**config.mk**
```make
export PLATFORM = sky130hd
export DESIGN_NAME = qcnt_top
export DESIGN_NICKNAME = d
export VERILOG_FILES = /design/src/rtl/qcnt_pkg.sv /design/src/rtl/qcnt_debounce.sv /design/src/rtl/qcnt_decode.sv /design/src/rtl/qcnt_top.sv
export SDC_FILE = /design/constraint.sdc
export NUM_CORES = 1
export LEC_CHECK = 0
export BUFFER_PORTS_ARGS = -buffer_cell sky130_fd_sc_hd__buf_2
export CORE_UTILIZATION = 60
export CTS_BUF_LIST = sky130_fd_sc_hd__clkbuf_8
export DETAILED_ROUTE_END_ITERATION = 8
export PLACE_DENSITY = 0.82
export SYNTH_ARGS = -nofsm -noshare
export SYNTH_HDL_FRONTEND = slang
export SYNTH_HIERARCHICAL = 1
export SYNTH_SLANG_ARGS = --single-unit
```
**constraint.sdc**
```tcl
create_clock -name clk -period 10.15 [get_ports clk]
set_input_delay 0.5075 -clock clk [delete_from_list [all_inputs] [get_ports clk]]
set_output_delay 0.5075 -clock clk [all_outputs]
set_load 0.05 [all_outputs]
```
**src/rtl/qcnt_pkg.sv**
```systemverilog
package qcnt_pkg;
  typedef enum logic [1:0] {
    QM_GRAY = 2'd0,
    QM_BIN  = 2'd1,
    QM_DIR  = 2'd2,
    QM_EDGE = 2'd3
  } qmode_e;
endpackage

```
**src/rtl/qcnt_debounce.sv**
```systemverilog
module qcnt_debounce #(
  parameter int FLT_W       = 4,
  parameter int SYNC_STAGES = 2
) (
  input  logic             clk,
  input  logic             rst_n,
  input  logic             raw,
  input  logic [FLT_W-1:0] sel,
  output logic             flt
);
  localparam int CNT_W = 1 << FLT_W;

  logic [SYNC_STAGES-1:0] sync_q, sync_d;
  logic [CNT_W-1:0]       run_q, run_d, lim;
  logic                   flt_q, flt_d, sync_last;

  assign sync_last = sync_q[SYNC_STAGES-1];

  always_comb begin
    sync_d = {sync_q[SYNC_STAGES-2:0], raw};
    lim    = ({{(CNT_W-1){1'b0}}, 1'b1} << sel) - {{(CNT_W-1){1'b0}}, 1'b1};
    flt_d  = flt_q;
    run_d  = run_q;
    if (sync_last == flt_q) begin
      run_d = '0;
    end else if (run_q == lim) begin
      flt_d = sync_last;
      run_d = '0;
    end else begin
      run_d = run_q + 1'b1;
    end
  end

  always_ff @(posedge clk or negedge rst_n) begin
    if (!rst_n) begin
      sync_q <= '0;
      run_q  <= '0;
      flt_q  <= 1'b0;
    end else begin
      sync_q <= sync_d;
      run_q  <= run_d;
      flt_q  <= flt_d;
    end
  end

  assign flt = flt_q;

  // filtered level cannot move while the synchronized pin agrees with it
  assert_flt_hold_R7: assert property (@(posedge clk) disable iff (!rst_n)
    (sync_last == flt_q) |=> $stable(flt_q));
endmodule

```
**src/rtl/qcnt_decode.sv**
```systemverilog
module qcnt_decode
  import qcnt_pkg::*;
(
  input  logic   clk,
  input  logic   rst_n,
  input  qmode_e mode,
  input  logic   a,
  input  logic   b,
  output logic   step_up,
  output logic   step_dn,
  output logic   bad
);
  logic       pa_q, pb_q;
  logic [1:0] old_v, new_v, diff;
  logic       rise_a, rise_b;

  always_comb begin
    if (mode == QM_GRAY) begin
      old_v = {pa_q, pa_q ^ pb_q};
      new_v = {a, a ^ b};
    end else begin
      old_v = {pa_q, pb_q};
      new_v = {a, b};
    end
    diff   = new_v - old_v;
    rise_a = a & ~pa_q;
    rise_b = b & ~pb_q;
    step_up = 1'b0;
    step_dn = 1'b0;
    bad     = 1'b0;
    case (mode)
      QM_GRAY, QM_BIN: begin
        step_up = (diff == 2'd1);
        step_dn = (diff == 2'd3);
        bad     = (diff == 2'd2);
      end
      QM_DIR: begin
        step_up = rise_a & b;
        step_dn = rise_a & ~b;
      end
      default: begin
        step_up = rise_a & ~rise_b;
        step_dn = rise_b & ~rise_a;
      end
    endcase
  end

  always_ff @(posedge clk or negedge rst_n) begin
    if (!rst_n) begin
      pa_q <= 1'b0;
      pb_q <= 1'b0;
    end else begin
      pa_q <= a;
      pb_q <= b;
    end
  end

  // a decode cycle yields at most one of up, down, illegal
  assert_single_step_R2: assert property (@(posedge clk) disable iff (!rst_n)
    $onehot0({step_up, step_dn, bad}));
endmodule

```
**src/rtl/qcnt_top.sv**
```systemverilog
module qcnt_top
  import qcnt_pkg::*;
#(
  parameter int CW    = 32,
  parameter int FLT_W = 4
) (
  input  logic          clk,
  input  logic          rst_n,
  input  logic          enc_a,
  input  logic          enc_b,
  input  logic          enc_z,
  input  logic [1:0]    cfg_mode,
  input  logic [FLT_W-1:0] cfg_flt,
  input  logic          cfg_zclr,
  input  logic          cfg_auto,
  input  logic [CW-1:0] cfg_hi,
  input  logic [CW-1:0] cfg_lo,
  output logic [CW-1:0] count,
  output logic          cnt_evt,
  output logic          err_irq,
  output logic          hi_irq,
  output logic          lo_irq,
  output logic          zm_evt
);
  localparam int NPIN = 3;

  logic [NPIN-1:0] pin_raw, pin_flt;
  logic            up, dn, bad, zp_q, zfire, zclr, step, over, under;
  logic [CW-1:0]   count_q, count_d, cand;
  logic            evt_d, evt_q, err_q, hi_d, hi_q, lo_d, lo_q, zm_q;

  assign pin_raw = {enc_z, enc_b, enc_a};

  for (genvar i = 0; i < NPIN; i++) begin : g_flt
    qcnt_debounce #(.FLT_W(FLT_W), .SYNC_STAGES(2)) u_flt (
      .clk(clk), .rst_n(rst_n), .raw(pin_raw[i]), .sel(cfg_flt), .flt(pin_flt[i])
    );
  end

  qcnt_decode u_dec (
    .clk(clk), .rst_n(rst_n), .mode(qmode_e'(cfg_mode)),
    .a(pin_flt[0]), .b(pin_flt[1]),
    .step_up(up), .step_dn(dn), .bad(bad)
  );

  always_comb begin
    zfire   = pin_flt[2] & ~zp_q;
    zclr    = zfire & cfg_zclr;
    step    = (up | dn) & ~zclr;
    cand    = up ? count_q + 1'b1 : count_q - 1'b1;
    over    = $signed(cand) > $signed(cfg_hi);
    under   = $signed(cand) < $signed(cfg_lo);
    evt_d   = step;
    hi_d    = step & over;
    lo_d    = step & under & ~over;
    count_d = count_q;
    if (zclr) begin
      count_d = '0;
    end else if (step) begin
      count_d = (cfg_auto && (over || under)) ? '0 : cand;
    end
  end

  always_ff @(posedge clk or negedge rst_n) begin
    if (!rst_n) begin
      count_q <= '0;
      zp_q    <= 1'b0;
      evt_q   <= 1'b0;
      err_q   <= 1'b0;
      hi_q    <= 1'b0;
      lo_q    <= 1'b0;
      zm_q    <= 1'b0;
    end else begin
      count_q <= count_d;
      zp_q    <= pin_flt[2];
      evt_q   <= evt_d;
      err_q   <= bad;
      hi_q    <= hi_d;
      lo_q    <= lo_d;
      zm_q    <= zfire;
    end
  end

  assign count   = count_q;
  assign cnt_evt = evt_q;
  assign err_irq = err_q;
  assign hi_irq  = hi_q;
  assign lo_irq  = lo_q;
  assign zm_evt  = zm_q;

  // position holds without a step or index clear
  assert_count_hold_R11: assert property (@(posedge clk) disable iff (!rst_n)
    (!(up || dn) && !zclr) |=> $stable(count_q));

  // an illegal jump never moves the position
  assert_err_nocount_R3: assert property (@(posedge clk) disable iff (!rst_n)
    (bad && !zclr) |=> $stable(count_q));

  // auto-zero leaves the position at zero after an upper crossing
  assert_autozero_hi_R9: assert property (@(posedge clk) disable iff (!rst_n)
    (hi_q && $past(cfg_auto)) |-> (count_q == '0));

  // auto-zero leaves the position at zero after a lower crossing
  assert_autozero_lo_R10: assert property (@(posedge clk) disable iff (!rst_n)
    (lo_q && $past(cfg_auto)) |-> (count_q == '0));

  // an index clear produces no step strobe
  assert_zclr_noevt_R8: assert property (@(posedge clk) disable iff (!rst_n)
    zclr |=> !evt_q);
endmodule

```
Word level (Yosys, flattened, before mapping)
Index checks and enable logic that the tools add are counted.
{"block": "totals", "ff_bits": 97, "in_bits": 77, "output_inout_bits": 37}
{"block": "classes", "add_sub_neg": 7, "magnitude_cmp": 2, "eq_ne": 11, "shifts": 1, "mux": 15, "bitwise": 26, "n_reduce_logical": 8}
{"cell": "2-to-1 mux 32 bit", "count": 4}
{"cell": "2-to-1 mux 16 bit", "count": 6}
{"cell": "adder 16 x 1 -> 16 bit (second input constant)", "count": 3}
{"cell": "== test 16 bit", "count": 3}
{"cell": "adder 32 x 1 -> 32 bit (second input constant)", "count": 1}
{"cell": "greater-than comparator 32 bit", "count": 1}
{"cell": "less-than comparator 32 bit", "count": 1}
{"cell": "subtractor 32 x 1 -> 32 bit (second input constant)", "count": 1}
{"cell": "left shift 1 x 4 -> 16 bit (first input constant)", "count": 1}
{"cell": "subtractor 16 x 1 -> 16 bit (second input constant)", "count": 1}
{"cell": "AND 1 bit", "count": 12}
{"cell": "inverter 1 bit", "count": 11}
{"cell": "== test 2 bit (second input constant)", "count": 3}
{"cell": "AND reduction 2 bit", "count": 3}
{"cell": "== test 2 x 1 -> 1 bit (second input constant)", "count": 2}
{"cell": "case mux 1 bit (2 select lines)", "count": 2}
{"cell": "== test 1 bit", "count": 3}
{"cell": "2-to-1 mux 1 bit", "count": 3}
{"cell": "logical NOT 2 bit", "count": 1}
{"cell": "nonzero test 2 bit", "count": 1}
{"cell": "OR reduction 2 bit", "count": 1}
{"cell": "subtractor 2 bit", "count": 1}
{"cell": "bitwise XOR 1 bit", "count": 2}
{"cell": "logical AND 1 bit", "count": 1}
{"cell": "2 further kinds", "count": 2}

Logic depth before layout (Yosys ltp)
{"block": "depth", "ltp_word": 12, "mapped_depth": 29}

By module
The synthesis kept the hierarchy.
{"module": "qcnt_top", "n_inst": 1, "cells_each": 583, "area_per_inst_um2": 4828.4}
{"module": "qcnt_debounce", "n_inst": 3, "cells_each": 165, "area_per_inst_um2": 1406.3}
{"module": "qcnt_decode", "n_inst": 1, "cells_each": 21, "area_per_inst_um2": 183.9}

Worst setup path after synthesis
OpenSTA, ideal clock, no wires.
{"block": "synth_timing", "path_type": "input to register", "startpoint": "in cfg_mode[1]", "endpoint": "reg count_q[0] (netlist: count[0])", "setup_time_ns": 0.125, "arrival_time_ns": 5.474, "slack_ns": 4.552, "stages": 28, "path_buffers": 2, "path_cell_list": "nor2_1 > nand2_1 > xor2_1 > ha_1 > xor2_1 > nand2_1 > nand2_1 > inv_1 > ha_1 > a21oi_2 > o211ai_1 > nand3_1 > a21oi_2 > nor4_4 > or2_2 > o21a_1 > and2_1 > ha_1 > nand4_1 > nor4_2 > or2_2 > o31ai_1 > a21oi_1 > o21ai_1 > and2_1 > buf_6 > buf_8 > mux2_2"}
{"block": "synth_between", "elab_chain_cells": 12, "elab_cells_between_ends": 22}
{"element": "start, declared", "line": "qcnt_top.sv:12", "text": "input logic [1:0] cfg_mode,"}
{"element": "logical NOT 2 bit", "line": "qcnt_decode.sv:18, qcnt_decode.sv:31"}
{"element": "2-to-1 mux 1 bit", "line": "qcnt_decode.sv:18", "text": "if (mode == QM_GRAY) begin"}
{"element": "subtractor 2 bit", "line": "qcnt_decode.sv:25", "text": "diff = new_v - old_v;"}
{"element": "== test 2 x 1 -> 1 bit", "line": "qcnt_decode.sv:33", "text": "step_up = (diff == 2'd1);"}
{"element": "case mux 1 bit (2 select lines) (*)", "line": "qcnt_decode.sv:31", "text": "case (mode)"}
{"element": "net up", "line": "qcnt_top.sv:28", "text": "logic up, dn, bad, zp_q, zfire, zclr, step, over, under;"}
{"element": "2-to-1 mux 32 bit", "line": "qcnt_top.sv:50", "text": "cand = up ? count_q + 1'b1 : count_q - 1'b1;"}
{"element": "greater-than comparator 32 bit or less-than comparator 32 bit (tied branches)", "line": "qcnt_top.sv:51, qcnt_top.sv:52"}
{"element": "logical OR 1 bit", "line": "qcnt_top.sv:60", "text": "count_d = (cfg_auto && (over || under)) ? '0 : cand;"}
{"element": "logical AND 1 bit", "line": "qcnt_top.sv:60"}
{"element": "2-to-1 mux 32 bit", "line": "qcnt_top.sv:60"}
{"element": "2-to-1 mux 32 bit", "line": "qcnt_top.sv:59", "text": "end else if (step) begin"}
{"element": "2-to-1 mux 32 bit", "line": "qcnt_top.sv:57", "text": "if (zclr) begin"}
{"element": "end signal, assigned", "line": "qcnt_top.sv:74", "text": "count_q <= count_d;"}
{"element": "end, declared", "line": "qcnt_top.sv:29", "text": "logic [CW-1:0] count_q, count_d, cand;"}
Mark *: on every way through the listed nets, which the timed path passes. The rest lies on a longest branch. The select of a mux whose other input is x is not followed.
A chain may end at the register's enable or synchronous reset.

Final worst setup path
{"block": "layout_timing", "startpoint": "reg g_flt[0].u_flt.flt_q", "endpoint": "reg count_q[29] (netlist: count[29])"}
{"block": "layout_between", "elab_chain_cells": 12, "elab_cells_between_ends": 24}
{"element": "start, declared", "line": "qcnt_debounce.sv:15", "text": "logic flt_q, flt_d, sync_last;"}
{"element": "start signal, assigned", "line": "qcnt_debounce.sv:42", "text": "flt_q <= flt_d;"}
{"element": "bitwise XOR 1 bit", "line": "qcnt_decode.sv:20", "text": "new_v = {a, a ^ b};"}
{"element": "2-to-1 mux 1 bit", "line": "qcnt_decode.sv:18"}
{"element": "subtractor 2 bit", "line": "qcnt_decode.sv:25"}
{"element": "== test 2 x 1 -> 1 bit", "line": "qcnt_decode.sv:33"}
{"element": "case mux 1 bit (2 select lines) (*)", "line": "qcnt_decode.sv:31"}
{"element": "net up", "line": "qcnt_top.sv:28"}
{"element": "2-to-1 mux 32 bit", "line": "qcnt_top.sv:50"}
{"element": "greater-than comparator 32 bit or less-than comparator 32 bit (tied branches)", "line": "qcnt_top.sv:51, qcnt_top.sv:52"}
{"element": "logical OR 1 bit", "line": "qcnt_top.sv:60"}
{"element": "logical AND 1 bit", "line": "qcnt_top.sv:60"}
{"element": "2-to-1 mux 32 bit", "line": "qcnt_top.sv:60"}
{"element": "2-to-1 mux 32 bit", "line": "qcnt_top.sv:59"}
{"element": "2-to-1 mux 32 bit", "line": "qcnt_top.sv:57"}
Marked as above.

==> flow_summary.toml <==
[outcome]
status = "complete, no violations"

[worst_setup_path]
worstReg2RegEnd = "count[29]"
delay_of_the_slowest_critical_path_stage_ns = 0.98
critical_path_class = "reg -> reg"
timing.critical_path.arrival_ns = 7.47
critical-path-slowest-cell = "and2_1"
worstSetupStartpoint = "g_flt[0].u_flt/flt"
crit_end = "count[29]"
timing.critical_path.fanout_max = 32
critPathLaunchType = "flip-flop"
timing.reg2reg.worst_path_depth = 25
reg2reg_from = "g_flt[0].u_flt/flt"
timing.critical_path.required_ns = 10.48
ff2ff_setup_slack_ns = 3.02
timing.critical_path.to_type = "flip-flop"

[clocking]
holdBufCountCts = 0
clock_insertion_delay_worst_skew_ns = 0.39
numCtsBuffers = 9
clk_pin_slew_ns = 0.10
cts-root-to-sink-buffers = 2
postCtsSetupRepairBufs = 0
cts_root_buffer = "clkbuf_8"
cts_resized = 0
cts_tree = "built"
htreeDepth = 3
cts_sinks = 97

[finish]
finish.utilization = 0.672
insertedDiodeCount = 0
final_nets = 1355
area_growth_syn_to_layout_pct = 7.45
mostFrequentLayoutCells = "nor2_1 (120), buf_2 (112), ha_1 (101), dfrtp_1 (97), inv_1 (93)"
layout-drive-gt1-share = 0.155
final_common_cell = "nor2_1"

[routing]
viasPerCell = 6.12
drt_iter0_markers = 605
drt-pass1-iter-count = 5
route.vias.total = 8355
post_drt_wl_per_cell_um = 16.5
drt-total-wl_um = 22600
drt_drc = 0
detail-route-antenna-nets = 0

[synthesis]
post_synthesis_mean_instance_area_um2 = 8.40
postSynthCellCount = 1099
combined_area_of_all_synthesized_cells_mm2 = 0.00923
synth.largest_area_cell = "dfrtp_1"
synth_cell_type_count = 82
synth-main-ff-cell = "dfrtp_1"
synth_top_area_share = 0.263
yosys_register_bits = 97
postSynth.asyncResetShare = 1.00
synth_enable_flop_cells = 0
ys_warn_count = 6
cell_types_with_the_largest_area_share_after_synthesis = "dfrtp_1 (26%), ha_1 (14%), nor2_1 (4.9%), xor2_1 (4.3%), xnor2_1 (4.2%)"
synthesized_netlist_net_count = 1278
synth_seq_area_share = 0.263

[floorplan]
die_height_um = 126
boundaryPins = 114
core_area_mm2 = 0.0148
placementRows = 44
initial_utilization = 0.626
fp.dieW_um = 126
dieArea_mm2 = 0.0159

[placed_design]
gp_routability_congestion = 0.963
io_buffers = 113
place.detailed.hpwl_um = 17200

[timing]
worst-slew-pin-transition_ns = 1.26
timing.clock.skew_ns = 0.0101
slew_headroom = 0.161
report.final.hold_viol_count = 0
timing.final.setup_violations = 0
final_critical_path_share_of_the_clock_period = 0.703
period_needed_ns = 7.13
achievable-frequency_mhz = 140
setup_tns_ns = 0
rsz_0062_raised_after_global_routing = "no"
timing.final.max_slew_violations = 0

[grt]
grt_first_pass_wirelength_um = 37400
grt_antenna_before_repair = 0
globalRouteTotalUtil = 0.292
residual_overflow_from_global_routing = 0
number_of_global_route_vias_before_repair = 7869
maximum_number_of_pins_on_one_net_before_global_route_repair = 70

[pwr]
leakage_nw = 4.95
p_per_area_mw_per_mm2 = 143
power.internal_mw = 0.803
netSwitchingFraction = 0.436
total_switching_power_mw = 0.620
vdd_drop_max_mv = 0.0961
power.share.clock = 0.165
comb_power_share = 0.550
seqPwrFrac = 0.285

[job]
max-cap-violations = 0

[worst_hold_path]
holdCritPathClass = "in -> async"
-- registers in the layout, summed over array words and instances, names as in the netlist --
signal,flops
hi_irq,1
zp_q,1
zm_evt,1
count,32
u_dec/pb_q,1
g_flt.u_flt/run_q,48
g_flt.u_flt/flt,3
lo_irq,1
err_irq,1
g_flt.u_flt/sync_q,6
u_dec/pa_q,1
cnt_evt,1
-- area by class of cell --
class / instances / area [um^2]
clock buffer: 9 / 124
inverter: 93 / 349
clock inverter: 7 / 46.3
timing repair buffer: 118 / 606
fill: 1285 / 4830
sequential: 97 / 2430
tap: 184 / 230
multi-input combinational: 857 / 6140
-- per-stage QoR --
| stage | hold WS (ns) | worst slack [ns] | power (mW) | cells | area [um^2] |
|---|---|---|---|---|---|
| after global routing | 0.0822 | 2.52 | 1.53 | 1365 | 9920 |
| after detailed placement | 0.339 | 2.78 | 1.18 | 1349 | 9750 |
| after global placement | 0.334 | 3.04 | 1.16 | 1349 | 9750 |
| final | 0.0501 | 3.02 | 1.42 | 1365 | 9920 |
| after floorplan | 0.212 | 4.55 | 0.989 | 1099 | 9230 |
| after CTS | 0.0593 | 3.09 | 1.42 | 1365 | 9920 |
-- cell families (layout without fill, tap and decap cells) --
family / after synthesis / in the layout / share of synthesized area
compound gates: 280 / 280 / 0.215
simple gates: 378 / 378 / 0.216
mux: 8 / 8 / 0.00935
fa+ha+maj: 102 / 102 / 0.139
buf+inv: 145 / 227 / 0.0728
flops: 97 / 97 / 0.263
xor+xnor: 89 / 89 / 0.0844
-- synthesized netlist by cell type, types with 6 or more instances --
| master | n |
|---|---|
| and4_1 | 6 |
| o21a_1 | 11 |
| a21oi_1 | 66 |
| or3_1 | 10 |
| buf_2 | 20 |
| inv_1 | 92 |
| nand2b_1 | 6 |
| a22o_1 | 30 |
| o211ai_1 | 12 |
| ha_1 | 101 |
| nand2_1 | 73 |
| or4_4 | 6 |
| xor2_1 | 45 |
| nor3_1 | 14 |
| a31oi_1 | 8 |
| buf_6 | 12 |
| nand4_1 | 22 |
| nand3_1 | 45 |
| dfrtp_1 | 97 |
| o31ai_1 | 9 |
| clkbuf_1 | 18 |
| o21ai_1 | 6 |
| nor2_1 | 120 |
| nor2b_1 | 14 |
| o21bai_1 | 6 |
| a21o_1 | 18 |
| and3b_1 | 9 |
| o21ai_0 | 43 |
| a2111oi_0 | 6 |
| nor4b_1 | 6 |
| and3_1 | 9 |
| xnor2_1 | 44 |
| and2_1 | 7 |
-- critical path, delay by kind of cell, from the launching register on --
family,cells,cell delay [ns]
AOI/OAI and AO/OA,12,2.67
buffers and inverters,1,0.79
adders and majority gates,3,0.98
DFF,1,0.46
xor gates and xnor gates,2,0.33
and+or+nand+nor,7,1.82
-- routing by layer --
metal  vias to the layer above  part of all wire  global-route usage
met4                         0             0.031               0.128
met1                      3967              0.47               0.395
met2                       243              0.46               0.474
met5                         -                 0                   0
met3                        45             0.044              0.0319
li1                       4100                 -                   -
-- worst min path at each step --
stage | cells after the start | slack (ns) | start | endpoint
6_report | 1 | 0.05 | rst_n | count[17]
5_1_grt | 1 | 0.08 | rst_n | count[17]
4_1_cts | 1 | 0.06 | rst_n | count[17]
3_5_place_dp | 0 | 0.34 | g_flt[2].u_flt/sync_q[0] | g_flt[2].u_flt/sync_q[1]
3_3_place_gp | 0 | 0.33 | g_flt[2].u_flt/sync_q[0] | g_flt[2].u_flt/sync_q[1]
2_1_floorplan | 0 | 0.21 | rst_n | cnt_evt
-- power groups by stage --
stage | sequential [mW] | clock, mW | combinational, mW
2_1_floorplan | 0.423 | 0 | 0.566
3_3_place_gp | 0.413 | 0 | 0.746
5_1_grt | 0.407 | 0.252 | 0.869
4_1_cts | 0.405 | 0.240 | 0.772
6_report | 0.406 | 0.235 | 0.782
3_5_place_dp | 0.413 | 0 | 0.764
Note: power is estimated with default switching activity, not from simulation.
